===== config.mk =====
export PLATFORM = sky130hd
export DESIGN_NAME = wpt_bank
export DESIGN_NICKNAME = d
export VERILOG_FILES = /design/src/rtl/wpt_pkg.sv /design/src/rtl/wpt_cmp_unit.sv /design/src/rtl/wpt_bank.sv
export SDC_FILE = /design/constraint.sdc
export NUM_CORES = 1
export LEC_CHECK = 0
export BUFFER_PORTS_ARGS = -buffer_cell sky130_fd_sc_hd__buf_2
export CAP_MARGIN = 25
export CORE_MARGIN = 5
export CORE_UTILIZATION = 40
export DETAILED_ROUTE_END_ITERATION = 8
export PLACE_DENSITY = 0.57
export SYNTH_ARGS = -nofsm -noshare
export SYNTH_HDL_FRONTEND = slang
export SYNTH_SLANG_ARGS = --single-unit
export TNS_END_PERCENT = 20

===== constraint.sdc =====
create_clock -name clk -period 4.6 [get_ports clk]
set_input_delay 0 -clock clk [delete_from_list [all_inputs] [get_ports clk]]
set_output_delay 0 -clock clk [all_outputs]
set_load 0.005 [all_outputs]

===== src/rtl/wpt_pkg.sv =====
package wpt_pkg;

    typedef enum logic [2:0] {
        PKT_PC        = 3'd0,
        PKT_DATA      = 3'd1,
        PKT_ADDR      = 3'd2,
        PKT_PC_DATA   = 3'd3,
        PKT_ADDR_DATA = 3'd4
    } pkt_e;

    typedef enum logic [1:0] {
        ACT_NONE  = 2'd0,
        ACT_TRACE = 2'd1,
        ACT_DEBUG = 2'd2,
        ACT_MATCH = 2'd3
    } act_e;

    typedef struct packed {
        act_e act;
        pkt_e pkt;
    } hit_t;

    localparam hit_t HIT_NONE = '{act: ACT_NONE, pkt: PKT_PC};

    function automatic hit_t mk_hit(act_e a, pkt_e p);
        hit_t h;
        h.act = a;
        h.pkt = p;
        return h;
    endfunction

    // Address-mode decode: the code selects direction and action together.
    function automatic hit_t decode_addr(logic [3:0] code, logic er, logic wr);
        hit_t h;
        h = HIT_NONE;
        case (code)
            4'b1100: if (!wr) h = mk_hit(ACT_TRACE, er ? PKT_ADDR : PKT_DATA);
            4'b1110: if (!wr) h = mk_hit(ACT_TRACE, er ? PKT_ADDR_DATA : PKT_PC_DATA);
            4'b0101: if (!wr) h = mk_hit(ACT_DEBUG, PKT_PC);
            4'b1001: if (!wr) h = mk_hit(ACT_MATCH, PKT_PC);
            4'b1101: if (wr)  h = mk_hit(ACT_TRACE, er ? PKT_ADDR : PKT_DATA);
            4'b1111: if (wr)  h = mk_hit(ACT_TRACE, er ? PKT_ADDR_DATA : PKT_PC_DATA);
            4'b0110: if (wr)  h = mk_hit(ACT_DEBUG, PKT_PC);
            4'b1010: if (wr)  h = mk_hit(ACT_MATCH, PKT_PC);
            4'b0001: h = mk_hit(ACT_TRACE, er ? PKT_ADDR : PKT_PC);
            4'b0010: h = mk_hit(ACT_TRACE, er ? PKT_ADDR_DATA : PKT_DATA);
            4'b0011: h = mk_hit(ACT_TRACE, PKT_PC_DATA);
            4'b0111: h = mk_hit(ACT_DEBUG, PKT_PC);
            4'b1011: h = mk_hit(ACT_MATCH, PKT_PC);
            default: h = HIT_NONE;
        endcase
        return h;
    endfunction

    // Cycle-mode decode: emit-range plays no part here.
    function automatic hit_t decode_cycle(logic [3:0] code);
        hit_t h;
        case (code)
            4'b0001: h = mk_hit(ACT_TRACE, PKT_PC);
            4'b0100: h = mk_hit(ACT_DEBUG, PKT_PC);
            4'b1000: h = mk_hit(ACT_MATCH, PKT_PC);
            default: h = HIT_NONE;
        endcase
        return h;
    endfunction

endpackage


===== src/rtl/wpt_cmp_unit.sv =====
module wpt_cmp_unit
    import wpt_pkg::*;
#(
    parameter int AW     = 32,
    parameter int MASK_W = 5
) (
    input  logic [AW-1:0]     cfg_comp,
    input  logic [MASK_W-1:0] cfg_mask,
    input  logic [3:0]        cfg_code,
    input  logic              cfg_er,
    input  logic              cfg_cyc,
    input  logic              acc_valid,
    input  logic              acc_write,
    input  logic [AW-1:0]     acc_addr,
    input  logic [AW-1:0]     cyc_count,
    output hit_t              hit
);

    logic [AW-1:0] keep;
    logic          addr_eq;
    logic          cyc_eq;

    always_comb begin
        keep    = {AW{1'b1}} << cfg_mask;
        addr_eq = acc_valid && ((acc_addr & keep) == (cfg_comp & keep));
        cyc_eq  = (cfg_mask == '0) && (cyc_count == cfg_comp);
        if (cfg_cyc) begin
            hit = cyc_eq ? decode_cycle(cfg_code) : HIT_NONE;
        end else begin
            hit = addr_eq ? decode_addr(cfg_code, cfg_er, acc_write) : HIT_NONE;
        end
    end

endmodule


===== src/rtl/wpt_bank.sv =====
module wpt_bank
    import wpt_pkg::*;
#(
    parameter int   NUM_CMP = 4,
    parameter int   AW      = 32,
    localparam int  IDX_W   = (NUM_CMP > 1) ? $clog2(NUM_CMP) : 1,
    localparam int  REG_AW  = IDX_W + 2,
    localparam int  MASK_W  = $clog2(AW)
) (
    input  logic               clk,
    input  logic               rst_n,
    input  logic               reg_wr_en,
    input  logic               reg_rd_en,
    input  logic [REG_AW-1:0]  reg_addr,
    input  logic [31:0]        reg_wdata,
    output logic [31:0]        reg_rdata,
    input  logic               acc_valid,
    input  logic               acc_write,
    input  logic [AW-1:0]      acc_addr,
    input  logic [AW-1:0]      cyc_count,
    output logic [NUM_CMP-1:0] dbg_evt,
    output logic [NUM_CMP-1:0] cmp_evt,
    output logic               trace_req,
    output logic [2:0]         trace_kind,
    output logic [IDX_W-1:0]   trace_idx,
    output logic [NUM_CMP-1:0] matched
);

    typedef struct packed {
        logic [NUM_CMP-1:0][AW-1:0]     comp;
        logic [NUM_CMP-1:0][MASK_W-1:0] mask;
        logic [NUM_CMP-1:0][3:0]        code;
        logic [NUM_CMP-1:0]             er;
        logic                           cyc0;
        logic [NUM_CMP-1:0]             flag;
        logic [NUM_CMP-1:0]             dbg;
        logic [NUM_CMP-1:0]             cme;
        logic                           trv;
        logic [2:0]                     trk;
        logic [IDX_W-1:0]               trc_idx;
    } state_t;

    state_t st_d, st_q;
    hit_t   hit [NUM_CMP];

    logic [IDX_W-1:0] reg_sel;
    logic [1:0]       reg_word;

    assign reg_sel  = reg_addr[REG_AW-1:2];
    assign reg_word = reg_addr[1:0];

    // Only comparator 0 gets the cycle-count path; the rest see it tied off.
    for (genvar g = 0; g < NUM_CMP; g++) begin : g_cmp
        if (g == 0) begin : g_cyc
            wpt_cmp_unit #(.AW(AW), .MASK_W(MASK_W)) u_unit (
                .cfg_comp  (st_q.comp[g]),
                .cfg_mask  (st_q.mask[g]),
                .cfg_code  (st_q.code[g]),
                .cfg_er    (st_q.er[g]),
                .cfg_cyc   (st_q.cyc0),
                .acc_valid (acc_valid),
                .acc_write (acc_write),
                .acc_addr  (acc_addr),
                .cyc_count (cyc_count),
                .hit       (hit[g])
            );
        end else begin : g_addr
            wpt_cmp_unit #(.AW(AW), .MASK_W(MASK_W)) u_unit (
                .cfg_comp  (st_q.comp[g]),
                .cfg_mask  (st_q.mask[g]),
                .cfg_code  (st_q.code[g]),
                .cfg_er    (st_q.er[g]),
                .cfg_cyc   (1'b0),
                .acc_valid (acc_valid),
                .acc_write (acc_write),
                .acc_addr  (acc_addr),
                .cyc_count ({AW{1'b0}}),
                .hit       (hit[g])
            );
        end
    end

    always_comb begin
        st_d         = st_q;
        st_d.dbg     = '0;
        st_d.cme     = '0;
        st_d.trv     = 1'b0;
        st_d.trk     = 3'd0;
        st_d.trc_idx = '0;
        for (int i = 0; i < NUM_CMP; i++) begin
            if (reg_wr_en && reg_sel == IDX_W'(i)) begin
                case (reg_word)
                    2'd0: st_d.comp[i] = reg_wdata[AW-1:0];
                    2'd1: st_d.mask[i] = reg_wdata[MASK_W-1:0];
                    2'd2: begin
                        st_d.code[i] = reg_wdata[3:0];
                        st_d.er[i]   = reg_wdata[5];
                        if (i == 0) st_d.cyc0 = reg_wdata[7];
                    end
                    default: ;
                endcase
            end
            if (reg_rd_en && reg_sel == IDX_W'(i) && reg_word == 2'd2) begin
                st_d.flag[i] = 1'b0;
            end
            case (hit[i].act)
                ACT_DEBUG: st_d.dbg[i] = 1'b1;
                ACT_MATCH: st_d.cme[i] = 1'b1;
                default: ;
            endcase
            if (hit[i].act != ACT_NONE) st_d.flag[i] = 1'b1;
        end
        // Walk downward so the lowest-numbered requester is written last.
        for (int i = NUM_CMP - 1; i >= 0; i--) begin
            if (hit[i].act == ACT_TRACE) begin
                st_d.trv     = 1'b1;
                st_d.trk     = hit[i].pkt;
                st_d.trc_idx = IDX_W'(i);
            end
        end
    end

    always_ff @(posedge clk) begin
        if (!rst_n) st_q <= '0;
        else        st_q <= st_d;
    end

    always_comb begin
        reg_rdata = '0;
        for (int i = 0; i < NUM_CMP; i++) begin
            if (reg_sel == IDX_W'(i)) begin
                case (reg_word)
                    2'd0: reg_rdata = 32'(st_q.comp[i]);
                    2'd1: reg_rdata = 32'(st_q.mask[i]);
                    2'd2: begin
                        reg_rdata[3:0] = st_q.code[i];
                        reg_rdata[5]   = st_q.er[i];
                        reg_rdata[7]   = (i == 0) ? st_q.cyc0 : 1'b0;
                        reg_rdata[24]  = st_q.flag[i];
                    end
                    default: reg_rdata = '0;
                endcase
            end
        end
    end

    assign dbg_evt    = st_q.dbg;
    assign cmp_evt    = st_q.cme;
    assign trace_req  = st_q.trv;
    assign trace_kind = st_q.trk;
    assign trace_idx  = st_q.trc_idx;
    assign matched    = st_q.flag;

endmodule


# After elaboration in Yosys (flattened, before gate mapping)
# Cells that the tools add are included.
# W data, S select, Z words.
[word_totals] ff_bits=187 latch_bits=0 ramBits=0 rom_bits=0 inputBits=106 output_inout_bits=50 word_cells=261 n_memories=0
[classes] add_sub_neg=0 n_mul=0 n_div=0 magnitude_cmp=0 eq_ne=76 n_shift=4 mux=103 bitwise_logic=9 reduce_logical=42
[ops] op="$pmux W5 S13" n=4
[ops] op="$and A32 B32 Y32" n=8
[ops] op="$eq A32 B32 Y1" n=5
[ops] op="$mux W32" n=4
[ops] op="$shl A32 B5 Y32 const A" n=4
[ops] op="$eq A4 B4 Y1 const B" n=29
[ops] op="$pmux W16 S2" n=3
[ops] op="$mux W4" n=16
[ops] op="$eq A4 B3 Y1 const B" n=13
[ops] op="$mux W5" n=10
[ops] op="$pmux W4 S3" n=4
[ops] op="$pmux W7 S2" n=3
[ops] op="$eq A4 B2 Y1 const B" n=8
[ops] op="$pmux W1 S2" n=13
[ops] op="$mux W3" n=8
[ops] op="$mux W6" n=4
[ops] op="$reduce_and A2 Y1" n=12
[ops] op="$eq A2 B2 Y1 const B" n=11
[ops] op="$mux W1" n=20
[ops] op="$logic_and A1 B1 Y1" n=17
[ops] op="$eq A4 B1 Y1 const B" n=4
[ops] op="$mux W16" n=1
[ops] op="$mux W2" n=8
[ops] op="$reduce_bool A2 Y1" n=8
[ops] op="other kinds (9)" n=17

# Longest topological paths before layout
[depth] depth_word=10 depth_mapped=11 mapped_depth_nobuf=9

# Cells and area by module
# A second synthesis with hierarchy kept.
[unflattened] hier_cells=1660 area_unflattened_um2=13366.6
[by_module_without_submodules] mod="wpt_bank" n_inst=1 cells_per_inst=984 area_per_inst_um2=8266.7 seq_area_each_um2=3743.6
[by_module_without_submodules] mod="wpt_cmp_unit" n_inst=4 cells_per_inst=169 area_per_inst_um2=1275.0 seq_area_each_um2=0.0

# Worst setup path after synthesis
# Ideal clock, no wire load.
[synth_timing] path_kind="register -> register" start="register st_q[56] in the netlist's numbering" end="register st_q (netlist bit trace_kind[2])" setup_time_ns=0.088 t_arrival_ns=2.080 required_time_ns=4.512 path_slack_ns=2.432 stages_incl_launch_ff=11 path_buffers=1 period_less_slack_ns=2.168 path_cell_list="dfxtp_1 buf_4 o211a_1 o21ai_1 a2111oi_2 nand3b_1 nor4_2 o21a_2 nand3_2 o311a_1 o32ai_2"
[synth_via] elab_chain_cells=10 word_cells_on_any_way=11 cone_classes="eq/ne (2); shift (1); mux (5); bitwise (2); reduce/logical (1)"
[synth_lines] item="start, declared" line_no="wpt_bank.sv:43" text="state_t st_d, st_q;"
[synth_lines] item="start signal, assigned" line_no="wpt_bank.sv:125" text="else st_q <= st_d;"
[synth_lines] item="$shl A32 B5 Y32 (*)" line_no="wpt_cmp_unit.sv:24" text="keep = {AW{1'b1}} << cfg_mask;"
[synth_lines] item="$and A32 B32 Y32" line_no="wpt_cmp_unit.sv:25" text="addr_eq = acc_valid && ((acc_addr & keep) == (cfg_comp & keep));"
[synth_lines] item="$eq A32 B32 Y1 (*)" line_no="wpt_cmp_unit.sv:25"
[synth_lines] item="$logic_and A1 B1 Y1 (*)" line_no="wpt_cmp_unit.sv:25"
[synth_lines] item="$mux W5 (*)" line_no="wpt_cmp_unit.sv:30" text="hit = addr_eq ? decode_addr(cfg_code, cfg_er, acc_write) : HIT_NONE;"
[synth_lines] item="$eq A2 B1 Y1" line_no="wpt_bank.sv:115" text="if (hit[i].act == ACT_TRACE) begin"
[synth_lines] item="$mux W6 (*) (4 in a row)" line_no="wpt_bank.sv:115"
# Mark *: on every way between the ends. The rest lies on a longest branch, timed or not.
# A chain may end at the register's enable or synchronous reset.

# Final worst setup path
[layout_timing] start="register st_q[45] in the netlist's numbering" end="register st_q (netlist bit trace_kind[2])"
[layout_via] elab_chain_cells=8 word_cells_on_any_way=9 cone_classes="eq/ne (2); shift (1); mux (3); bitwise (2); reduce/logical (1)"
[layout_lines] item="$shl A32 B5 Y32 (*)" line_no="wpt_cmp_unit.sv:24"
[layout_lines] item="$and A32 B32 Y32" line_no="wpt_cmp_unit.sv:25"
[layout_lines] item="$eq A32 B32 Y1 (*)" line_no="wpt_cmp_unit.sv:25"
[layout_lines] item="$logic_and A1 B1 Y1 (*)" line_no="wpt_cmp_unit.sv:25"
[layout_lines] item="$mux W5 (*)" line_no="wpt_cmp_unit.sv:30"
[layout_lines] item="$eq A2 B1 Y1" line_no="wpt_bank.sv:115"
[layout_lines] item="$mux W6 (*) (2 in a row)" line_no="wpt_bank.sv:115"
# Marks and branches as above.

==> summary.md <==
| Metric | Value |
|---|---|
| Hold WS | `27.19 ps` |
| Number of warning messages in the yosys log | `0` |
| Antenna cell count | `0` |
| Violation count after the first detailed-route iteration | `between 1000 and 1500` |
| Leak Pwr | `about 5.0 nW` |
| Largest driver fanout on the critical path | `16` |
| Pin count of the biggest net entering global routing | `roughly 80` |
| Share of the clock period used by the worst path | `0.6752` |
| Number of placed instances with taps included | `about 1900` |
| Met2 track utilization from global routing | `0.4333` |
| Post-synthesis async set-or-reset flop share | `0` |
| Number of buffers added for setup after CTS | `0` |
| Busiest layer in global routing | `met2` |
| Worst Path Buf+Inv | `0` |
| Net switching power | `roughly 1.1 mW` |
| Num CTS Buffers | `17` |
| Worst-Skew Late Latency | `440 ps` |
| # resized after CTS | `0` |
| Fin Setup TNS | `0 ps` |
| Total routing resource utilization after global routing | `0.2768` |
| Post-route clock skew | `roughly 11 ps` |
| Worst Tran Pin Value | `between 1000 and 1500 ps` |
| Cell family contributing the most delay on the critical path | `compound AO/OA/AOI/OAI gates` |
| Cell with the largest stage delay on the worst path | `sky130_fd_sc_hd__dfxtp_1` |
| Clk network pwr share | `0.412` |
| Share of final-layout standard cells stronger than drive strength 1 | `0.1594` |
| Count of endpoints failing setup in the final report | `0` |
| Req. time, crit path | `about 5000 ps` |
| CTS tree | `done` |
| Average cell area after synthesis | `between 7 and 8 sq um` |
| CP cell instances | `nor2_1 -> or3_1 -> a221oi_1 -> o21ai_1 -> nor4_2 -> o21ai_1 -> a21oi_1 -> a21boi_1 -> o32ai_2` |
| Area Growth Syn to Fin | `15.54%` |
| Final net count | `between 1500 and 2000` |
| Remaining number of nets flagged by the antenna check after routing | `0` |
| HP Start | `reg_wdata[3]` |
| Die Footprint | `roughly 33000 sq um` |
| Final Max Slew Viols | `0` |
| Fin util | `0.4693` |
| Clk root buf | `sky130_fd_sc_hd__clkbuf_16` |
| Number of storage elements in the synthesis netlist | `between 150 and 200` |
| Peak supply drop | `0.0002284 V` |
| Part of the Yosys area used for sequential elements | `0.3194` |
| WS Path Type | `register to register` |
| Maximum clock path buffer count | `2` |
| Power share of the sequential group | `0.454` |
| Highest clock rate | `0.3220 GHz` |
| Primary FF master, synth | `sky130_fd_sc_hd__dfxtp_1` |
| Top cells by area in the synthesized netlist | `sky130_fd_sc_hd__dfxtp_1 (32%), sky130_fd_sc_hd__nand2_1 (11%), sky130_fd_sc_hd__a21oi_1 (8.1%), sky130_fd_sc_hd__xor2_1 (6.6%), sky130_fd_sc_hd__xnor2_1 (5.9%)` |
| Via count of the first global-routing pass | `~11000` |
| Max_slew headroom | `0.3163` |
| Die span in y | `roughly 180 microns` |
| Fraction of power consumed by combinational cells | `0.134` |
| Library cells used by synthesis | `73` |
| Total nets after synthesis | `between 1500 and 2000` |
| Post-synthesis cell type with the largest combined area | `sky130_fd_sc_hd__dfxtp_1` |
| Final hold viol count | `0` |
| Remaining design rule violation count | `0` |
| Average wire length per cell after detail routing | `approximately 23 microns` |
| I/O pin cnt | `~160` |
| Detailed Place HPWL | `34.63 mm` |
| Status | `complete, no violations` |
| Int Pwr | `2.592 mW` |
| Count of hold-fix buffers inserted at cts | `33` |
| Cell occurring most often along the worst timing path | `sky130_fd_sc_hd__o21ai_1` |
| 1st-pass router iterations | `8` |
| Pwr dens | `about 270 nW/um^2` |
| Number of instances in the synthesized netlist | `1509` |
| Fraction of met3 tracks used by global routing | `0.04122` |
| Cell area after synthesis | `~12000 sq um` |
| R2R Path Start | `st_q[45]` |
| H-Tree Depth | `4` |
| Final worst path period need | `between 3000 and 4000 ps` |
| Met1 routing resource usage after global routing | `0.3947` |
| Clock slew seen by the registers of the worst setup and hold paths | `roughly 80 ps` |
| Crit path DAT | `approximately 3400 ps` |
| Die W | `between 150 and 200 microns` |
| Biggest cell delay along the critical path | `between 700 and 800 ps` |
| WL final | `roughly 47 mm` |
| Switching Share | `0.2940` |
| CP startpoint kind | `register` |
| Area fraction of the dominant cell type after synthesis | `0.3194` |
| Type of element capturing the critical path | `register` |
| Initial Util | `0.4062` |
| Number of vias in the routed layout | `11593` |
| Vias per cell | `5.771` |
| CP startpoint | `st_q[45]` |
| Number of synthesized flops with an enable pin | `0` |
| Setup repair after global routing missed its margin | `false` |
| Remaining Overflow, GRT | `0` |
| Clock net sink count | `187` |
| Number of cells in the finished layout apart from fillers | `approximately 2000` |
| Port-buffer cells | `155` |
| Fillers | `approximately 3000` |
| Number of rows in the core area | `slightly above 60` |
| Placeable Area | `~29000 sq um` |
| Number of antenna violations at the first check in global routing | `0` |
| Global-route wire length before repair | `70.41 mm` |
| Routability cong. | `just under 1` |
| Classification of the worst-slack hold path | `input pin to register` |
| Number of max-cap violations | `0` |
==> synthesized netlist by cell type (12+ instances only) <==
library cell / instances
sky130_fd_sc_hd__nand2_1: 329
sky130_fd_sc_hd__a21oi_1: 190
sky130_fd_sc_hd__dfxtp_1: 187
sky130_fd_sc_hd__nor2_1: 100
sky130_fd_sc_hd__clkbuf_1: 89
sky130_fd_sc_hd__xor2_1: 88
sky130_fd_sc_hd__xnor2_1: 79
sky130_fd_sc_hd__mux2i_1: 59
sky130_fd_sc_hd__o21ai_0: 53
sky130_fd_sc_hd__and2_1: 31
sky130_fd_sc_hd__mux4_2: 29
sky130_fd_sc_hd__nand3_1: 27
sky130_fd_sc_hd__buf_2: 18
sky130_fd_sc_hd__nand4_1: 16
sky130_fd_sc_hd__o211ai_1: 15
sky130_fd_sc_hd__o22ai_1: 13
sky130_fd_sc_hd__a211oi_1: 12
sky130_fd_sc_hd__inv_1: 12
==> power by group through the flow <==
stage	combinational, mW	sequential [mW]	clock, mW
floorplan	0.261	1.69	0
global placement	0.460	1.70	0
detailed placement	0.460	1.71	0
CTS	0.484	1.67	1.53
global route	0.517	1.67	1.60
finish	0.491	1.67	1.51
==> path summary, 6_finish.rpt <==
check / end / slack, ps / cells after the start
max: trace_kind[2] / 1490 / 9
min reg2reg: st_q[118] / 480 / 2
min: st_q[94] / 30 / 3
max reg2reg: trace_kind[2] / 1490 / 9
==> per-stage QoR <==
stage | power [mW] | instance area, sq um | setup WS (ps)
2_1_floorplan | 1.949 | 11720 | 2432
3_3_place_gp | 2.165 | 12610 | 1613
3_5_place_dp | 2.165 | 12640 | 1635
4_1_cts | 3.677 | 13540 | 1609
5_1_grt | 3.789 | 13540 | 1383
6_report | 3.672 | 13540 | 1494
==> worst register-to-register path, delay by kind of cell, from the launching register on <==
kind	cells	cell delay (ps)
AOI/OAI and AO/OA	6	1400
and+or+nand+nor	3	890
DFF	1	720
==> layer usage <==
metal  vias to the layer above  share of wire
met4                         0          0.031
li1                       5428              -
met2                       510           0.45
met5                         -              0
met1                      5585           0.45
met3                        70          0.068
==> cells by family after synthesis <==
kind of cell | Yosys count | synth area share
AO/OA/AOI/OAI | 370 | 0.1912
flip-flops | 187 | 0.3194
buffers and inverters | 134 | 0.04740
AND/OR/NAND/NOR | 558 | 0.2064
XOR/XNOR | 167 | 0.1248
adder cells (fa/ha/maj) | 1 | 0.0008540
multiplexers | 92 | 0.1099
==> layout make-up <==
cell class / instances / area, sq um / area share
clock buffers: 19 / 442.9 / 0.03271
clock inverters: 13 / 133.9 / 0.009885
inverters: 15 / 58.81 / 0.004342
multi-input cells: 1188 / 7432 / 0.5488
flip-flops and latches: 187 / 3744 / 0.2764
well taps: 384 / 480.5 / 0.03548
repair buffers: 203 / 1251 / 0.09239
==> flip-flops by register name (all words and copies together), names as in the netlist <==
| name | cells |
|---|---|
| matched | 4 |
| trace_idx | 2 |
| trace_kind | 3 |
| dbg_evt | 4 |
| cmp_evt | 4 |
| trace_req | 1 |
| st_q | 169 |
==> cells in the final DEF, fill, tap and decap left out, types with 7 or more instances in the layout <==
master                          instances
sky130_fd_sc_hd__a21oi_1              190
sky130_fd_sc_hd__nor4_1                 7
sky130_fd_sc_hd__nor2b_1                7
sky130_fd_sc_hd__a31oi_1               11
sky130_fd_sc_hd__clkbuf_16             17
sky130_fd_sc_hd__mux4_2                29
sky130_fd_sc_hd__a211oi_1              12
sky130_fd_sc_hd__nand2_1              329
sky130_fd_sc_hd__buf_4                 13
sky130_fd_sc_hd__mux2i_1               59
sky130_fd_sc_hd__o22ai_1               13
sky130_fd_sc_hd__inv_1                 11
sky130_fd_sc_hd__xor2_1                88
sky130_fd_sc_hd__nor2_1                96
sky130_fd_sc_hd__and2_1                31
sky130_fd_sc_hd__dlygate4sd3_1         33
sky130_fd_sc_hd__o211ai_1              15
sky130_fd_sc_hd__buf_2                155
sky130_fd_sc_hd__xnor2_1               79
sky130_fd_sc_hd__nand4_1               16
sky130_fd_sc_hd__dfxtp_1              187
sky130_fd_sc_hd__nand3_1               27
sky130_fd_sc_hd__o21ai_0               53
Power figures use the tool's default switching activity.
